===== config.mk =====
export PLATFORM = sky130hd
export DESIGN_NAME = irq_entry_ctrl
export DESIGN_NICKNAME = d
export VERILOG_FILES = /design/src/rtl/irq_entry_pkg.sv /design/src/rtl/irq_sync.sv /design/src/rtl/irq_pick.sv /design/src/rtl/irq_save_pair.sv /design/src/rtl/irq_entry_ctrl.sv
export SDC_FILE = /design/constraint.sdc
export NUM_CORES = 1
export LEC_CHECK = 0
export ABC_CLOCK_PERIOD_IN_PS = 3500
export BUFFER_PORTS_ARGS = -buffer_cell sky130_fd_sc_hd__buf_2
export CORE_AREA = 2 2 141 143
export DETAILED_ROUTE_END_ITERATION = 7
export DIE_AREA = 0 0 143 145
export PLACE_DENSITY_LB_ADDON = 0.05
export SYNTH_ARGS = -nofsm -noshare
export SYNTH_HDL_FRONTEND = slang
export SYNTH_SLANG_ARGS = --single-unit

===== constraint.sdc =====
create_clock -name clk -period 3.5 [get_ports clk]
set_input_delay 0.525 -clock clk [delete_from_list [all_inputs] [get_ports clk]]
set_output_delay 0.525 -clock clk [all_outputs]
set_load 0.005 [all_outputs]

===== src/rtl/irq_entry_pkg.sv =====
package irq_entry_pkg;

  // Controller sequencing state
  typedef enum logic [0:0] {
    ST_IDLE,
    ST_CRIT_ABORT
  } entry_st_e;

  // Outcome of arbitration in one cycle
  typedef enum logic [1:0] {
    PICK_NONE,
    PICK_NORM,
    PICK_CRIT
  } pick_e;

  // Save-pair slot per level
  localparam int LVL_NORM = 0;
  localparam int LVL_CRIT = 1;
  localparam int NUM_LVL  = 2;

endpackage


===== src/rtl/irq_sync.sv =====
module irq_sync #(
  parameter int STAGES = 2
) (
  input  logic clk,
  input  logic rst_n,
  input  logic d,
  output logic q
);
  logic [STAGES-1:0] chain;

  for (genvar i = 0; i < STAGES; i++) begin : g_stage
    if (i == 0) begin : g_first
      always_ff @(posedge clk or negedge rst_n) begin
        if (!rst_n) chain[i] <= 1'b0;
        else        chain[i] <= d;
      end
    end else begin : g_next
      always_ff @(posedge clk or negedge rst_n) begin
        if (!rst_n) chain[i] <= 1'b0;
        else        chain[i] <= chain[i-1];
      end
    end
  end

  assign q = chain[STAGES-1];
endmodule


===== src/rtl/irq_pick.sv =====
module irq_pick
  import irq_entry_pkg::*;
(
  input  logic  norm_req,
  input  logic  crit_req,
  input  logic  ee,
  input  logic  ce,
  input  logic  boundary,
  input  logic  hold,
  output pick_e pick
);
  logic crit_ok;
  logic norm_ok;

  always_comb begin
    crit_ok = crit_req & ce;
    norm_ok = norm_req & ee;
    pick    = PICK_NONE;
    if (boundary && !hold) begin
      if (crit_ok)      pick = PICK_CRIT;
      else if (norm_ok) pick = PICK_NORM;
    end
  end
endmodule


===== src/rtl/irq_save_pair.sv =====
module irq_save_pair #(
  parameter int ADDR_W = 32,
  parameter int MSR_W  = 32
) (
  input  logic              clk,
  input  logic              rst_n,
  input  logic              load,
  input  logic [ADDR_W-1:0] pc_in,
  input  logic [MSR_W-1:0]  msr_in,
  output logic [ADDR_W-1:0] pc_q,
  output logic [MSR_W-1:0]  msr_q
);
  always_ff @(posedge clk or negedge rst_n) begin
    if (!rst_n) begin
      pc_q  <= '0;
      msr_q <= '0;
    end else if (load) begin
      pc_q  <= pc_in;
      msr_q <= msr_in;
    end
  end
endmodule


===== src/rtl/irq_entry_ctrl.sv =====
module irq_entry_ctrl
  import irq_entry_pkg::*;
#(
  parameter int                ADDR_W      = 32,
  parameter int                MSR_W       = 32,
  parameter int                EE_POS      = 15,
  parameter int                CE_POS      = 17,
  parameter int                SYNC_STAGES = 2,
  parameter logic [ADDR_W-1:0] NORM_OFS    = 'h500,
  parameter logic [ADDR_W-1:0] CRIT_OFS    = 'hA00
) (
  input  logic              clk,
  input  logic              rst_n,
  input  logic              ext_irq_in,
  input  logic              crit_irq_in,
  input  logic              insn_boundary,
  input  logic [ADDR_W-1:0] next_pc,
  input  logic [ADDR_W-1:0] exc_base,
  input  logic              msr_wr_en,
  input  logic [MSR_W-1:0]  msr_wr_data,
  input  logic              ret_norm,
  input  logic              ret_crit,
  output logic [MSR_W-1:0]  msr_q,
  output logic              abort_multicycle,
  output logic              abort_ldst,
  output logic              abort_walk,
  output logic              redirect_valid,
  output logic [ADDR_W-1:0] redirect_pc,
  output logic [ADDR_W-1:0] norm_save_pc,
  output logic [MSR_W-1:0]  norm_save_msr,
  output logic [ADDR_W-1:0] crit_save_pc,
  output logic [MSR_W-1:0]  crit_save_msr
);

  // Handler address for a level: base plus level offset, modulo 2^ADDR_W
  function automatic logic [ADDR_W-1:0] vector_of(input logic [ADDR_W-1:0] base,
                                                  input logic [ADDR_W-1:0] ofs);
    return base + ofs;
  endfunction

  // State word as it stands inside a handler
  function automatic logic [MSR_W-1:0] entry_msr(input logic [MSR_W-1:0] cur,
                                                 input logic            clr_ce);
    logic [MSR_W-1:0] r;
    r         = cur;
    r[EE_POS] = 1'b0;
    if (clr_ce) r[CE_POS] = 1'b0;
    return r;
  endfunction

  // Synchronized request levels
  logic ext_s;
  logic crit_s;

  irq_sync #(.STAGES(SYNC_STAGES)) u_sync_ext (
    .clk (clk),
    .rst_n (rst_n),
    .d   (ext_irq_in),
    .q   (ext_s)
  );

  irq_sync #(.STAGES(SYNC_STAGES)) u_sync_crit (
    .clk (clk),
    .rst_n (rst_n),
    .d   (crit_irq_in),
    .q   (crit_s)
  );

  // Named internal events
  entry_st_e st_q;
  pick_e     pick;
  logic      idle;
  logic      hold;
  logic      take_norm;
  logic      take_crit;
  logic      do_rfi;
  logic      do_rfci;

  assign idle    = (st_q == ST_IDLE);
  assign hold    = !idle || ret_norm || ret_crit;
  assign do_rfci = idle && ret_crit;
  assign do_rfi  = idle && ret_norm && !ret_crit;

  irq_pick u_pick (
    .norm_req (ext_s),
    .crit_req (crit_s),
    .ee       (msr_q[EE_POS]),
    .ce       (msr_q[CE_POS]),
    .boundary (insn_boundary),
    .hold     (hold),
    .pick     (pick)
  );

  assign take_norm = (pick == PICK_NORM);
  assign take_crit = (pick == PICK_CRIT);

  // One save pair per level
  logic [NUM_LVL-1:0] save_ld;
  logic [ADDR_W-1:0]  save_pc  [NUM_LVL];
  logic [MSR_W-1:0]   save_msr [NUM_LVL];

  assign save_ld[LVL_NORM] = take_norm;
  assign save_ld[LVL_CRIT] = take_crit;

  for (genvar lv = 0; lv < NUM_LVL; lv++) begin : g_level
    irq_save_pair #(.ADDR_W(ADDR_W), .MSR_W(MSR_W)) u_pair (
      .clk    (clk),
      .rst_n  (rst_n),
      .load   (save_ld[lv]),
      .pc_in  (next_pc),
      .msr_in (msr_q),
      .pc_q   (save_pc[lv]),
      .msr_q  (save_msr[lv])
    );
  end

  assign norm_save_pc  = save_pc[LVL_NORM];
  assign norm_save_msr = save_msr[LVL_NORM];
  assign crit_save_pc  = save_pc[LVL_CRIT];
  assign crit_save_msr = save_msr[LVL_CRIT];

  // State word: return > entry > software write
  always_ff @(posedge clk or negedge rst_n) begin
    if (!rst_n) begin
      msr_q <= '0;
    end else if (do_rfci) begin
      msr_q <= save_msr[LVL_CRIT];
    end else if (do_rfi) begin
      msr_q <= save_msr[LVL_NORM];
    end else if (take_crit) begin
      msr_q <= entry_msr(msr_q, 1'b1);
    end else if (take_norm) begin
      msr_q <= entry_msr(msr_q, 1'b0);
    end else if (msr_wr_en) begin
      msr_q <= msr_wr_data;
    end
  end

  // Sequencer, abort strobes and redirect
  always_ff @(posedge clk or negedge rst_n) begin
    if (!rst_n) begin
      st_q             <= ST_IDLE;
      abort_multicycle <= 1'b0;
      abort_ldst       <= 1'b0;
      abort_walk       <= 1'b0;
      redirect_valid   <= 1'b0;
      redirect_pc      <= '0;
    end else begin
      abort_multicycle <= 1'b0;
      abort_ldst       <= 1'b0;
      abort_walk       <= 1'b0;
      redirect_valid   <= 1'b0;
      case (st_q)
        ST_CRIT_ABORT: begin
          redirect_valid <= 1'b1;
          redirect_pc    <= vector_of(exc_base, CRIT_OFS);
          st_q           <= ST_IDLE;
        end
        default: begin
          if (do_rfci) begin
            redirect_valid <= 1'b1;
            redirect_pc    <= save_pc[LVL_CRIT];
          end else if (do_rfi) begin
            redirect_valid <= 1'b1;
            redirect_pc    <= save_pc[LVL_NORM];
          end else if (take_crit) begin
            abort_multicycle <= 1'b1;
            abort_ldst       <= 1'b1;
            abort_walk       <= 1'b1;
            st_q             <= ST_CRIT_ABORT;
          end else if (take_norm) begin
            redirect_valid <= 1'b1;
            redirect_pc    <= vector_of(exc_base, NORM_OFS);
          end
        end
      endcase
    end
  end

endmodule


# After elaboration in Yosys (flattened, before gate mapping)
# Cells that the tools add are included.
[word_totals]
output_inout_bits = 196
ff_bits = 198
elab_cells = 62
[op_classes]
muxes = 22
reduce_logical = 15
addsub = 2
bitwise_logic = 3
eq_ne = 6
[ops]
columns = ["op", "count"]
rows = [
  ["32-bit two-way mux", 10],
  ["32-bit by 11-bit adder with 32-bit output (second input constant)", 1],
  ["32-bit by 12-bit adder with 32-bit output (second input constant)", 1],
  ["1-bit two-way mux", 10],
  ["4-bit nonzero test", 2],
  ["3-bit != test (second input constant)", 2],
  ["5-bit nonzero test", 1],
  ["1-bit logical AND", 4],
  ["2-bit two-way mux", 2],
  ["4-bit by 3-bit != test with 1-bit output (second input constant)", 1],
  ["4-bit != test (second input constant)", 1],
  ["2-bit AND reduction", 2],
  ["3-bit AND reduction", 1],
  ["3-bit nonzero test", 1],
  ["1-bit AND", 2],
  ["2-bit by 1-bit == test with 1-bit output (second input constant)", 1],
  ["2-bit == test (second input constant)", 1],
  ["1-bit zero test", 2],
  ["1-bit logical OR", 2],
  ["1-bit inverter", 1],
]

# Longest topological paths before layout
[depth]
depth_word = 11
ltp_mapped = 9
mapped_depth_nobuf = 8

# Hierarchy
# Synthesis repeated with hierarchy kept, for this count alone.
[unflattened]
hier_cells = 837
area_unflattened_um2 = 10117.2
[modules_own_cells]
columns = ["module", "area_per_inst_um2", "instances", "cells_each"]
rows = [
  ["irq_save_pair", 2678.8, 2, 135],
  ["irq_entry_ctrl", 4630.7, 1, 560],
  ["irq_sync", 50.0, 2, 2],
  ["irq_pick", 28.8, 1, 3],
]

# Least setup slack after synthesis
# No wires, ideal clock.
[synth_timing]
path_type = "input to register"
from = "input port ret_norm"
to = "register g_level[0].u_pair.pc_q[0]"
t_arrival_ns = 2.043
setup_time_ns = 0.125
slack_ns = 1.332
stages = 6
path_cell_list = "clkbuf_1 > or3_1 > nor3b_2 > buf_2 > buf_4 > mux2_2"
[synth_between]
elab_chain_len = 6
[synth_lines]
columns = ["item", "line_no", "source"]
rows = [
  ["start: declaration", "irq_entry_ctrl.sv:21", "input logic ret_norm,"],
  ["1-bit logical OR (2 in a row)", "irq_entry_ctrl.sv:80", "assign hold = !idle || ret_norm || ret_crit;"],
  ["1-bit zero test", "irq_pick.sv:19", "if (boundary && !hold) begin"],
  ["1-bit logical AND", "irq_pick.sv:19", ""],
  ["2-bit two-way mux", "irq_pick.sv:19", ""],
  ["2-bit by 1-bit == test with 1-bit output", "irq_entry_ctrl.sv:94", "assign take_norm = (pick == PICK_NORM);"],
  ["end signal: assignment", "irq_save_pair.sv:18", "pc_q <= pc_in;"],
  ["end: declaration", "irq_save_pair.sv:10", "output logic [ADDR_W-1:0] pc_q,"],
]
# Every way passes these cells.
# A chain may end at the register's enable or synchronous reset.

# Worst setup path in the final report
[layout_timing]
from = "register st_q"
to = "register msr_q[0]"
[layout_between]
elab_chain_len = 8
[layout_lines]
columns = ["item", "line_no", "source"]
rows = [
  ["start: declaration", "irq_entry_ctrl.sv:70", "entry_st_e st_q;"],
  ["start signal: assignment", "irq_entry_ctrl.sv:142", "st_q <= ST_IDLE;"],
  ["start signal: assignment", "irq_entry_ctrl.sv:157", "st_q <= ST_IDLE;"],
  ["start signal: assignment", "irq_entry_ctrl.sv:170", "st_q <= ST_CRIT_ABORT;"],
  ["1-bit logical OR (2 in a row)", "irq_entry_ctrl.sv:80", ""],
  ["1-bit zero test", "irq_pick.sv:19", ""],
  ["1-bit logical AND", "irq_pick.sv:19", ""],
  ["2-bit two-way mux", "irq_pick.sv:19", ""],
  ["2-bit == test / 2-bit by 1-bit == test with 1-bit output (equally long branches)", "irq_entry_ctrl.sv:95, irq_entry_ctrl.sv:94", ""],
  ["3-bit != test (no line)", "n/a", ""],
  ["3-bit AND reduction (no line)", "n/a", ""],
  ["end signal: assignment", "irq_entry_ctrl.sv:127", "msr_q <= save_msr[LVL_CRIT];"],
  ["end signal: assignment", "irq_entry_ctrl.sv:129", "msr_q <= save_msr[LVL_NORM];"],
  ["end signal: assignment", "irq_entry_ctrl.sv:131", "msr_q <= entry_msr(msr_q, 1'b1);"],
  ["end: declaration", "irq_entry_ctrl.sv:23", "output logic [MSR_W-1:0] msr_q,"],
]
# Parallel ways exist; a longest one is shown, timed or not.

==> qor.yml <==
drt:
  drt_first_iter_violations: 439
  avgRoutedWirePerCell_um: 19.0
  routed-via-count: 7591
  wl_mm: 26.5
  drt-vias-per-instance: 5.45
  drc: 0
  route.antenna.remaining_nets: 0
  first_pass_iters: 6
sta:
  fin_tns_setup_ns: 0
  period_share_pct: 67.5
  finalMaxSlewViolations: 0
  slew_headroom_pct: 50.0
  rsz0062_at_grt: "false"
  finalClockSkew_ns: 0.00966
  min_cycle_time_layout_ns: 2.36
  max_slew.worst_pin.slew_ns: 0.750
  fmax_achieved_mhz: 423
  report.final.hold_viol_count: 0
  final-setup-viol-count: 0
global_routing:
  grt_pass1_wl_mm: 41.4
  grt_pass1_vias: 7421
  maximum_number_of_pins_on_one_net_before_global_route_repair: 86
  number_of_antenna_violations_at_the_first_check_in_global_routing: 4
  globalRouteOverflowTotal: 0
  grt_util_all_layers_pct: 25.6
cells_and_area:
  layout-drive-gt1-share_pct: 44.3
  final_cells: 1393
  area_delta_synth_final_pct: 24.4
  seq_cell_area_mm2: 0.00496
  multi_input_comb_area_mm2: 0.00414
  layout.filler_cells: 1663
  num-nets-final: 1218
setup_path:
  crit_buf_inv: 2
  cp_slowest_stage_delay_ns: 0.52
  cp_data_arrival_time_ns: 2.67
  cpLargestDelayFamily: "simple AND/OR/NAND/NOR gates"
  crit_type: "flip-flop to flip-flop"
  path_max_fanout: 60
  timing.critical_path.to_type: "flip-flop"
  crit_path_cell_trace: "or3_1, nor2_4, buf_4, nor2_1, a21oi_4, buf_12, o21ai_0"
  critical_path.slowest_cell: "sky130_fd_sc_hd__dfrtp_2"
  timing.critical_path.required_ns: 3.81
  type_of_origin_of_the_critical_path: "flip-flop"
clocking:
  root_buffer_selected_by_cts: "sky130_fd_sc_hd__clkbuf_16"
  cts.path.max_buffers: 2
  postcts_setup_bufs: 0
  cts_sinks: 198
  clk-insertion-delay-late_ns: 0.44
  htree_levels: 4
  cts_resized: 0
  cts_tree: "done"
  total_clock_buffers_created_by_cts: 17
  clk_transition_reported_paths_ns: 0.08
  cts_hold_buf: 0
place:
  finalWeightedCongestion: 0.840
  hpwl_mm: 18.6
  dp_cells: 1357
  numPortBuffers: 299
min_path:
  min-delay-path-class: "primary input to async pin"
synthesis:
  synth.top_cells.by_area: "sky130_fd_sc_hd__dfrtp_1, sky130_fd_sc_hd__mux2_2, sky130_fd_sc_hd__o21ai_0"
  primary_flip_flop_cell_chosen_by_synthesis_mapping: "sky130_fd_sc_hd__dfrtp_1"
  count_of_yosys_warnings_during_synthesis: 0
  synth_cell_type_count: 55
  synth_top_cell_by_area: "sky130_fd_sc_hd__dfrtp_1"
  ys_seq_area_share_pct: 52.4
  syn_nets: 950
  netlist_instances: 843
  synth_seq_cells: 198
  asyncSetResetFlopFracSynth_pct: 100
  netlist_area_mm2: 0.00945
  synth_edf_count: 0
  post_synth_top_area_share_pct: 52.4
  syn_area_per_cell_um2: 11.2
die:
  ioPinCount: 300
  chipHeight_um: 145
  fp.dieW_um: 143
  die-area_mm2: 0.0207
  core_region_area_mm2: 0.0192
  std_cell_rows: 51
  initial_util_pct: 49.2
power:
  total_leakage_power_uw: 0.00565
  power.ir.vdd_worst_v: 0.000378
  total_switching_power_uw: 2240
  comb_power_share_pct: 24.8
  power.share.clock_pct: 27.9
  p_sw_share_pct: 31.5
  powerDensity_mw_per_mm2: 606
  share_seq_of_total_power_pct: 47.3
  power.internal_uw: 4880
run_status:
  outcome: "complete, no violations"
job:
  max-cap-violations: 0
## worst paths after layout
check | start | end | slack (ns) | cells after the start
setup / recovery | st_q$_DFF_PN0_ | msr_q[0]$_DFFE_PN0P_ | 1.14 | 7
hold / removal | rst_n | redirect_pc[23]$_DFFE_PN0P_ | 0.10 | 1
setup reg to reg | st_q$_DFF_PN0_ | msr_q[0]$_DFFE_PN0P_ | 1.14 | 7
hold reg to reg | u_sync_crit.chain[0]$_DFF_PN0_ | u_sync_crit.q$_DFF_PN0_ | 0.35 | 0
max in group asynchronous | rst_n | msr_q[23]$_DFFE_PN0P_ | 2.53 | 2
min in group clk | ext_irq_in | u_sync_ext.chain[0]$_DFF_PN0_ | 0.19 | 1
## through the flow
step | setup slack, ns | instance area, µm² | util [%] | hold slack [ns] | total power [µW]
after floorplan | 1.33 | 9450 | - | 0.229 | 4170
after global placement | 0.926 | 11200 | 58.1 | 0.333 | 5150
after detailed placement | 0.848 | 11200 | 58.1 | 0.335 | 5190
after CTS | 1.11 | 11700 | 61.1 | 0.159 | 7180
after global routing | 1.03 | 11800 | 61.2 | 0.173 | 7510
final | 1.14 | 11800 | 61.2 | 0.100 | 7120
## per-layer routing
| layer | GRT usage [%] | vias up | routed length [µm] | share of wire (%) |
|---|---|---|---|---|
| met4 | 9.06 | 0 | 544 | 2.1 |
| met1 | 34.6 | 3706 | 11400 | 43 |
| met5 | 0 | - | 0 | 0 |
| met2 | 40.4 | 264 | 12700 | 48 |
| li1 | - | 3584 | - | - |
| met3 | 6.07 | 37 | 1920 | 7.2 |
## cell families after synthesis
family	after synthesis	synth area share, %
adders and majority gates	3	0.397
and+or+nand+nor	180	9.14
xor gates and xnor gates	40	3.71
DFF	198	52.4
buffers and inverters	79	4.20
muxes	129	15.3
AOI/OAI and AO/OA	214	14.8
## cells in the final DEF, fill, tap and decap left out, drive strengths merged, types with 6 or more instances in the layout
master | netlist | layout
buf | 40 | 319
dfrtp | 198 | 198
mux2 | 127 | 127
o21ai | 96 | 96
nand2 | 76 | 76
nor2 | 45 | 45
a21oi | 34 | 34
a221o | 33 | 33
xnor2 | 24 | 24
clkbuf | 31 | 18
inv | 8 | 17
xor2 | 16 | 16
a22oi | 13 | 13
nand3 | 13 | 13
nor3 | 10 | 10
nand2b | 9 | 9
a221oi | 8 | 8
o211ai | 7 | 7
or3 | 6 | 6
nand4 | 6 | 6
## final cells by class
type                       count  share of cell area, %
clock buffer                  17                   3.62
clock inverter                15                   1.37
sequential                   198                   42.2
antenna                        4                 0.0852
tap                          265                   2.82
timing repair buffer         320                   14.5
inverter                       8                  0.256
multi-input combinational    566                   35.2
## synth_stat cells, drive strengths merged (3+ instances only)
master  number
a211oi       4
nor2b        3
o211ai       7
a222oi       4
nand2       76
a221o       33
or2          3
dfrtp      198
a22oi       13
nor3        10
a21oi       34
mux2       127
nor4         4
nand2b       9
o21ai       96
inv          8
a221oi       8
clkbuf      31
buf         40
or3          6
xor2        16
nand3       13
nor2        45
xnor2       24
ha           3
nand4        6
## flip-flops by register name, summed over array words and instances, names as in the netlist
| name | count |
|---|---|
| redirect_valid | 1 |
| g_level.u_pair.pc_q | 64 |
| u_sync_crit.chain | 1 |
| redirect_pc | 32 |
| st_q | 1 |
| u_sync_crit.q | 1 |
| msr_q | 32 |
| u_sync_ext.chain | 1 |
| g_level.u_pair.msr_q | 64 |
| u_sync_ext.q | 1 |
## power groups by stage
stage | combinational (µW) | clock [µW] | sequential (µW)
global route | 1950 | 2110 | 3450
global placement | 1750 | 0 | 3400
CTS | 1790 | 2030 | 3370
finish | 1760 | 1990 | 3370
detailed placement | 1790 | 0 | 3410
floorplan | 810 | 0 | 3360
## worst reg2reg max path, cell delays in order (launching register included)
cell and delay (ns):
sky130_fd_sc_hd__dfrtp_2 0.52, sky130_fd_sc_hd__or3_1 0.52, sky130_fd_sc_hd__nor2_4 0.16, sky130_fd_sc_hd__buf_4 0.29
sky130_fd_sc_hd__nor2_1 0.13, sky130_fd_sc_hd__a21oi_4 0.18, sky130_fd_sc_hd__buf_12 0.25, sky130_fd_sc_hd__o21ai_0 0.18
(Power assumes the default switching activity.)
